--- config.mk ---
export PLATFORM = sky130hd
export DESIGN_NAME = alu_fn_slice
export DESIGN_NICKNAME = d
export VERILOG_FILES = /design/src/rtl/alu_fn_pkg.sv /design/src/rtl/alu_bit_terms.sv /design/src/rtl/alu_lookahead.sv /design/src/rtl/alu_result.sv /design/src/rtl/alu_fn_slice.sv
export SDC_FILE = /design/constraint.sdc
export NUM_CORES = 1
export LEC_CHECK = 0
export ABC_AREA = 1
export ABC_CLOCK_PERIOD_IN_PS = 1600
export BUFFER_PORTS_ARGS = -buffer_cell sky130_fd_sc_hd__buf_4
export CAP_MARGIN = 25
export CORE_MARGIN = 3
export CORE_UTILIZATION = 39
export CTS_CLUSTER_SIZE = 16
export DETAILED_ROUTE_END_ITERATION = 10
export GPL_ROUTABILITY_DRIVEN = 0
export PLACE_DENSITY_LB_ADDON = 0.2
export RECOVER_POWER = 50
export REMOVE_ABC_BUFFERS = 1
export SYNTH_ARGS = -nofsm -noshare
export SYNTH_HDL_FRONTEND = slang
export SYNTH_SLANG_ARGS = --single-unit
export TNS_END_PERCENT = 5
--- constraint.sdc ---
create_clock -name clk -period 1.6 [get_ports clk]
set_input_delay 0.48 -clock clk [delete_from_list [all_inputs] [get_ports clk]]
set_output_delay 0.48 -clock clk [all_outputs]
set_load 0.01 [all_outputs]
--- src/rtl/alu_fn_pkg.sv ---
`timescale 1ns/1ps
package alu_fn_pkg;
  localparam int FSEL_W = 4;
  typedef logic [FSEL_W-1:0] fsel_t;

  localparam fsel_t FN_PASS = 4'b0000;
  localparam fsel_t FN_ZERO = 4'b0011;
  localparam fsel_t FN_SUB  = 4'b0110;
  localparam fsel_t FN_ADD  = 4'b1001;
  localparam fsel_t FN_DBL  = 4'b1100;
  localparam fsel_t FN_DEC  = 4'b1111;

  typedef struct packed {
    logic prop;
    logic gen;
  } grp_t;
endpackage

--- src/rtl/alu_bit_terms.sv ---
`timescale 1ns/1ps
module alu_bit_terms
  import alu_fn_pkg::*;
#(
  parameter int W = 4
) (
  input  logic [W-1:0] opa,
  input  logic [W-1:0] opb,
  input  fsel_t        fsel,
  output logic [W-1:0] term_x,
  output logic [W-1:0] term_y
);
  // term_x: A OR'd with B or NOT B under fsel[1:0]
  // term_y: A gated by NOT B or B under fsel[3:2]; always a subset of term_x
  for (genvar i = 0; i < W; i++) begin : g_bit
    assign term_x[i] = opa[i] | (opb[i] & fsel[0]) | (~opb[i] & fsel[1]);
    assign term_y[i] = (opa[i] & ~opb[i] & fsel[2]) | (opa[i] & opb[i] & fsel[3]);
  end
endmodule

--- src/rtl/alu_lookahead.sv ---
`timescale 1ns/1ps
module alu_lookahead
  import alu_fn_pkg::*;
#(
  parameter int W = 4
) (
  input  logic [W-1:0] term_x,
  input  logic [W-1:0] term_y,
  input  logic         cin,
  output logic [W:0]   carry,
  output grp_t         grp
);
  logic [W-1:0] bp;
  logic [W-1:0] bg;

  assign bp = term_x ^ term_y;
  assign bg = term_x & term_y;

  // Flat sum-of-products carries: each carry built from generate and
  // propagate terms of all lower bits, not from the previous carry.
  always_comb begin
    logic run;
    logic acc;
    carry    = '0;
    carry[0] = cin;
    grp      = '0;
    for (int i = 0; i < W; i++) begin
      run = 1'b1;
      acc = 1'b0;
      for (int j = i; j >= 0; j--) begin
        acc = acc | (bg[j] & run);
        run = run & bp[j];
      end
      carry[i+1] = acc | (run & cin);
      if (i == W - 1) begin
        grp.gen  = acc;
        grp.prop = run;
      end
    end
  end
endmodule

--- src/rtl/alu_result.sv ---
`timescale 1ns/1ps
module alu_result #(
  parameter int W = 4
) (
  input  logic [W-1:0] term_x,
  input  logic [W-1:0] term_y,
  input  logic [W-1:0] carry,
  input  logic         logic_mode,
  output logic [W-1:0] f,
  output logic         ones
);
  logic [W-1:0] half;
  assign half = term_x ^ term_y;

  for (genvar i = 0; i < W; i++) begin : g_out
    // logic mode suppresses every carry and inverts the half sum
    assign f[i] = logic_mode ? ~half[i] : (half[i] ^ carry[i]);
  end

  assign ones = &f;
endmodule

--- src/rtl/alu_fn_slice.sv ---
`timescale 1ns/1ps
module alu_fn_slice
  import alu_fn_pkg::*;
#(
  parameter int W = 4
) (
  input  logic         clk,
  input  logic         rst,
  input  logic [W-1:0] opa,
  input  logic [W-1:0] opb,
  input  logic [3:0]   fsel,
  input  logic         logic_mode,
  input  logic         carry_in_n,
  output logic [W-1:0] result,
  output logic         carry_out_n,
  output logic         grp_prop_n,
  output logic         grp_gen_n,
  output logic         all_ones
);
  logic [W-1:0] tx;
  logic [W-1:0] ty;
  logic [W:0]   cy;
  grp_t         grp;
  logic [W-1:0] f_d;
  logic         ones_d;

  alu_bit_terms #(.W(W)) u_terms (
    .opa    (opa),
    .opb    (opb),
    .fsel   (fsel),
    .term_x (tx),
    .term_y (ty)
  );

  alu_lookahead #(.W(W)) u_cla (
    .term_x (tx),
    .term_y (ty),
    .cin    (~carry_in_n),
    .carry  (cy),
    .grp    (grp)
  );

  alu_result #(.W(W)) u_res (
    .term_x     (tx),
    .term_y     (ty),
    .carry      (cy[W-1:0]),
    .logic_mode (logic_mode),
    .f          (f_d),
    .ones       (ones_d)
  );

  always_ff @(posedge clk) begin
    if (rst) begin
      result      <= '0;
      carry_out_n <= 1'b1;
      grp_prop_n  <= 1'b1;
      grp_gen_n   <= 1'b1;
      all_ones    <= 1'b0;
    end else begin
      result      <= f_d;
      carry_out_n <= ~cy[W];
      grp_prop_n  <= ~grp.prop;
      grp_gen_n   <= ~grp.gen;
      all_ones    <= ones_d;
    end
  end


  const_one_chk: assert property (@(posedge clk) disable iff (rst)
    ($past(!rst) && $past(logic_mode) && $past(fsel) == FN_DBL) |-> (result == '1 && all_ones));


  const_zero_chk: assert property (@(posedge clk) disable iff (rst)
    ($past(!rst) && $past(logic_mode) && $past(fsel) == FN_ZERO) |-> (result == '0 && !all_ones));


  pg_excl_chk: assert property (@(posedge clk) disable iff (rst)
    !(!grp_prop_n && !grp_gen_n));


  gen_carry_chk: assert property (@(posedge clk) disable iff (rst)
    !grp_gen_n |-> !carry_out_n);


  pass_a_chk: assert property (@(posedge clk) disable iff (rst)
    ($past(!rst) && !$past(logic_mode) && $past(fsel) == FN_PASS && $past(carry_in_n))
      |-> (result == $past(opa)));
endmodule

==> results_tabular.tex <==
\begin{tabular}{lr}
\hline
Metric & Value \\
\hline
\multicolumn{2}{l}{\textbf{Job}} \\
Maxcap violations & 0 \\
\multicolumn{2}{l}{\textbf{Finish}} \\
Final design area excluding fillers & 909.6 um\^{}2 \\
Final core utilization & 0.7767 \\
Most common cell after layout, fill and taps aside & buf\_4 \\
Most frequent cells in the layout & 24 x buf\_4, 11 x nand2\_1, 8 x nor2\_1, 8 x dfxtp\_1 \\
Antenna cell count & 0 \\
Share of cells above drive strength 1 & 0.4609 \\
Nets@finish & 138 \\
Synth-to-layout area growth & 74.76\% \\
Fillcell total & 91 \\
\multicolumn{2}{l}{\textbf{Critical path}} \\
WP data arrival & 1.85 ns \\
List of cells traversed by the critical path & buf\_8 > a21oi\_2 > o21ai\_1 > ha\_1 > buf\_6 > nand3\_4 > nand2\_2 > nand2\_2 > nand2\_1 > nand2\_1 > nand2\_2 > nor2\_2 \\
Largest stage delay, worst path & 0.38 ns \\
Sort of element at the start of the critical path & primary input \\
Required time of the critical path & 1.79 ns \\
Slowest stage cell, crit path & ha\_1 \\
Crit Path Class & in -> reg \\
CP Capture Type & flop \\
Worst path most repeated cell & nand2\_2 \\
Highest net fanout along the worst path & 4 \\
\multicolumn{2}{l}{\textbf{Synth}} \\
Mean Syn Cell Area & slightly below 7 um\^{}2 \\
Share of the synthesized area in the top cell type & 0.3077 \\
Post-synth cell types & 16 \\
Syn. warnings & 0 \\
Yosys reg bits & 8 \\
Proportion of synthesized chip area in sequential cells & 0.3077 \\
Mapped cell area & between 500 and 600 um\^{}2 \\
Cells after Synth & 77 \\
Post-synth top area cell & dfxtp\_1 \\
Ranking of synthesized cells by area & dfxtp\_1 31\%, nand2\_1 10\%, ha\_1 9.6\% \\
\multicolumn{2}{l}{\textbf{Pwr}} \\
Tot Pwr & 677.2 uW \\
P\_int & 456.4 uW \\
Clk pwr share & 0.225 \\
Areal power density over the cells & 744.5 nW/um\^{}2 \\
Share of power burned in registers & 0.332 \\
Logic gate share of total power & 0.443 \\
Leakage power figure & 0.0004469 uW \\
Maximum ir drop on the vdd rail & 724.8 uV \\
Switching share of total power & 0.3260 \\
Net switching component of the power & 220.8 uW \\
\multicolumn{2}{l}{\textbf{Floorplan}} \\
Top-Level Pins & 24 \\
Initial Utilization & 0.4444 \\
Floorplan core area & 1171 um\^{}2 \\
Vertical extent of the die & 42.53 um \\
Die Width & between 40 and 50 um \\
Die Outline Area & 1809 um\^{}2 \\
Row count & 12 \\
\multicolumn{2}{l}{\textbf{STA}} \\
Slew Limit Headroom & 0.8550 \\
Number of hold-slack violations in the final timing report & 0 \\
Number of slew-limit violations in the final report & 0 \\
Minimum period implied by the final worst setup slack & 1.663 ns \\
Final setup violating endpoints & 3 \\
Slew @ Worst Pin & 0.2166 ns \\
Setup repair after global routing missed its margin & true \\
Setup ws final & -0.06262 ns \\
Post-route fraction of the period consumed by the critical path & 1.039 \\
Fmax & 601.5 MHz \\
\multicolumn{2}{l}{\textbf{Clock tree}} \\
Number of levels the H-tree was split into & 1 \\
Number of clock sinks & 8 \\
CTS Hold Buffers Added & 0 \\
Buffers from clock root to sink, at most & 2 \\
Clock root buffer & clkbuf\_4 \\
TritonCTS clock tree & built \\
Total clock buffers created by CTS & 3 \\
Worst-path clk slew & 0.05 ns \\
\multicolumn{2}{l}{\textbf{Placed design}} \\
Placed wire-length estimate after detailed placement & 1014 um \\
Buffers on Ports & 23 \\
Instance area after placement & 778.2 um\^{}2 \\
\multicolumn{2}{l}{\textbf{GRT}} \\
Number of global-route vias before repair & 546 \\
Antenna violations before repair & 0 \\
All-Layer GR Usage & 0.1680 \\
Global-route wire length before repair & 2270 um \\
Overflow left after global routing & 0 \\
Largest net degree at the start of global routing & 8 \\
\multicolumn{2}{l}{\textbf{Route}} \\
Number of violations reported at the end of detailed-routing iteration 0 & 18 \\
Final wirelength & 1610 um \\
Number of remaining DRC errors & 0 \\
Routed length per placed instance & around 12 um \\
Vias & 670 \\
Number of nets still failing antenna checks after routing & 0 \\
Average via count per standard cell & 5.194 \\
Drt first pass iters & 4 \\
\multicolumn{2}{l}{\textbf{Min path}} \\
WHS Endpoint & result[1] \\
Start point of the worst hold path & rst \\
Min-Delay Path Depth & 2 \\
Min-delay worst type & in -> reg \\
\multicolumn{2}{l}{\textbf{Outcome}} \\
Failing checks & setup timing \\
Status & finished, violations left \\
\hline
\end{tabular}
-- routing by layer --
layer,share of wire,global-route usage
met1,0.41,0.2026
met5,0,0
met4,0.011,0.03727
met3,0.055,0.07725
met2,0.52,0.2705
-- layout make-up --
type | instances | area, um^2 | share of cell area
inverter | 12 | 47.55 | 0.05227
tap | 14 | 17.52 | 0.01926
multi-input combinational | 57 | 387.9 | 0.4264
sequential | 8 | 160.2 | 0.1761
timing repair buffer | 35 | 274.0 | 0.3012
clock buffer | 3 | 22.52 | 0.02476
-- cells in the mapped netlist --
master / n
a21oi_1: 7
a21oi_2: 1
and3_1: 1
dfxtp_1: 8
fa_1: 1
ha_1: 4
inv_1: 12
nand2_1: 14
nand3_1: 3
nand3_2: 1
nand3b_1: 1
nand4_1: 2
nor2_1: 12
nor3_1: 1
o211ai_1: 1
o21ai_0: 8
-- logic make-up (layout without fill, tap and decap cells) --
group | Yosys count | after routing | synth area share
fa+ha+maj | 5 | 5 | 0.1346
simple gates | 35 | 35 | 0.2957
compound gates | 17 | 17 | 0.1755
buf+inv | 12 | 50 | 0.08653
flops | 8 | 8 | 0.3077
-- worst max-delay path, delay by kind of cell --
kind / cells / cell delay, ns
and+or+nand+nor: 7 / 0.52
adders and majority gates: 1 / 0.38
buffers and inverters: 2 / 0.25
AOI/OAI and AO/OA: 2 / 0.22
-- sequential cells by signal, summed over array words and instances (netlist names) --
name and cells:
result 4, all_ones 1, carry_out_n 1, grp_gen_n 1
grp_prop_n 1
-- power groups by stage --
stage / clock, uW / sequential [uW] / combinational, uW
after floorplan: 0 / 240 / 105
after global placement: 0 / 229 / 234
after detailed placement: 0 / 229 / 240
after CTS: 158 / 225 / 249
after global routing: 172 / 226 / 332
final: 152 / 225 / 300
-- worst max-delay path by stage --
stage | startpoint | to | slack (ns) | depth (start not counted)
3_3_place_gp | fsel[1] | all_ones | -0.28 | 10
4_1_cts | opb[0] | all_ones | -0.001 | 11
5_1_grt | opb[1] | all_ones | -0.18 | 12
6_report | opb[1] | all_ones | -0.06 | 12
2_1_floorplan | fsel[1] | all_ones | -0.06 | 9
3_5_place_dp | opb[0] | all_ones | -0.31 | 11
-- stage by stage --
step           hold WS, ns  setup WS, ns  instances   TNS (ns)
2_1_floorplan       0.5524      -0.06327         77    -0.1226
3_3_place_gp        0.6993       -0.2839        123     -1.408
3_5_place_dp        0.7031       -0.3100        123     -1.579
4_1_cts             0.4324     -0.001200        127  -0.001200
5_1_grt             0.4381       -0.1782        129    -0.4655
6_report            0.4425      -0.06262        129    -0.1512
-- timing repair --
action	4_1_cts	5_1_grt
setup buffers	1	2
pin swaps	9	12
gates resized for setup	5	28
gates cloned	0	0
setup endpoints to repair	1	7
No activity file was read; power rests on OpenSTA's default activity.
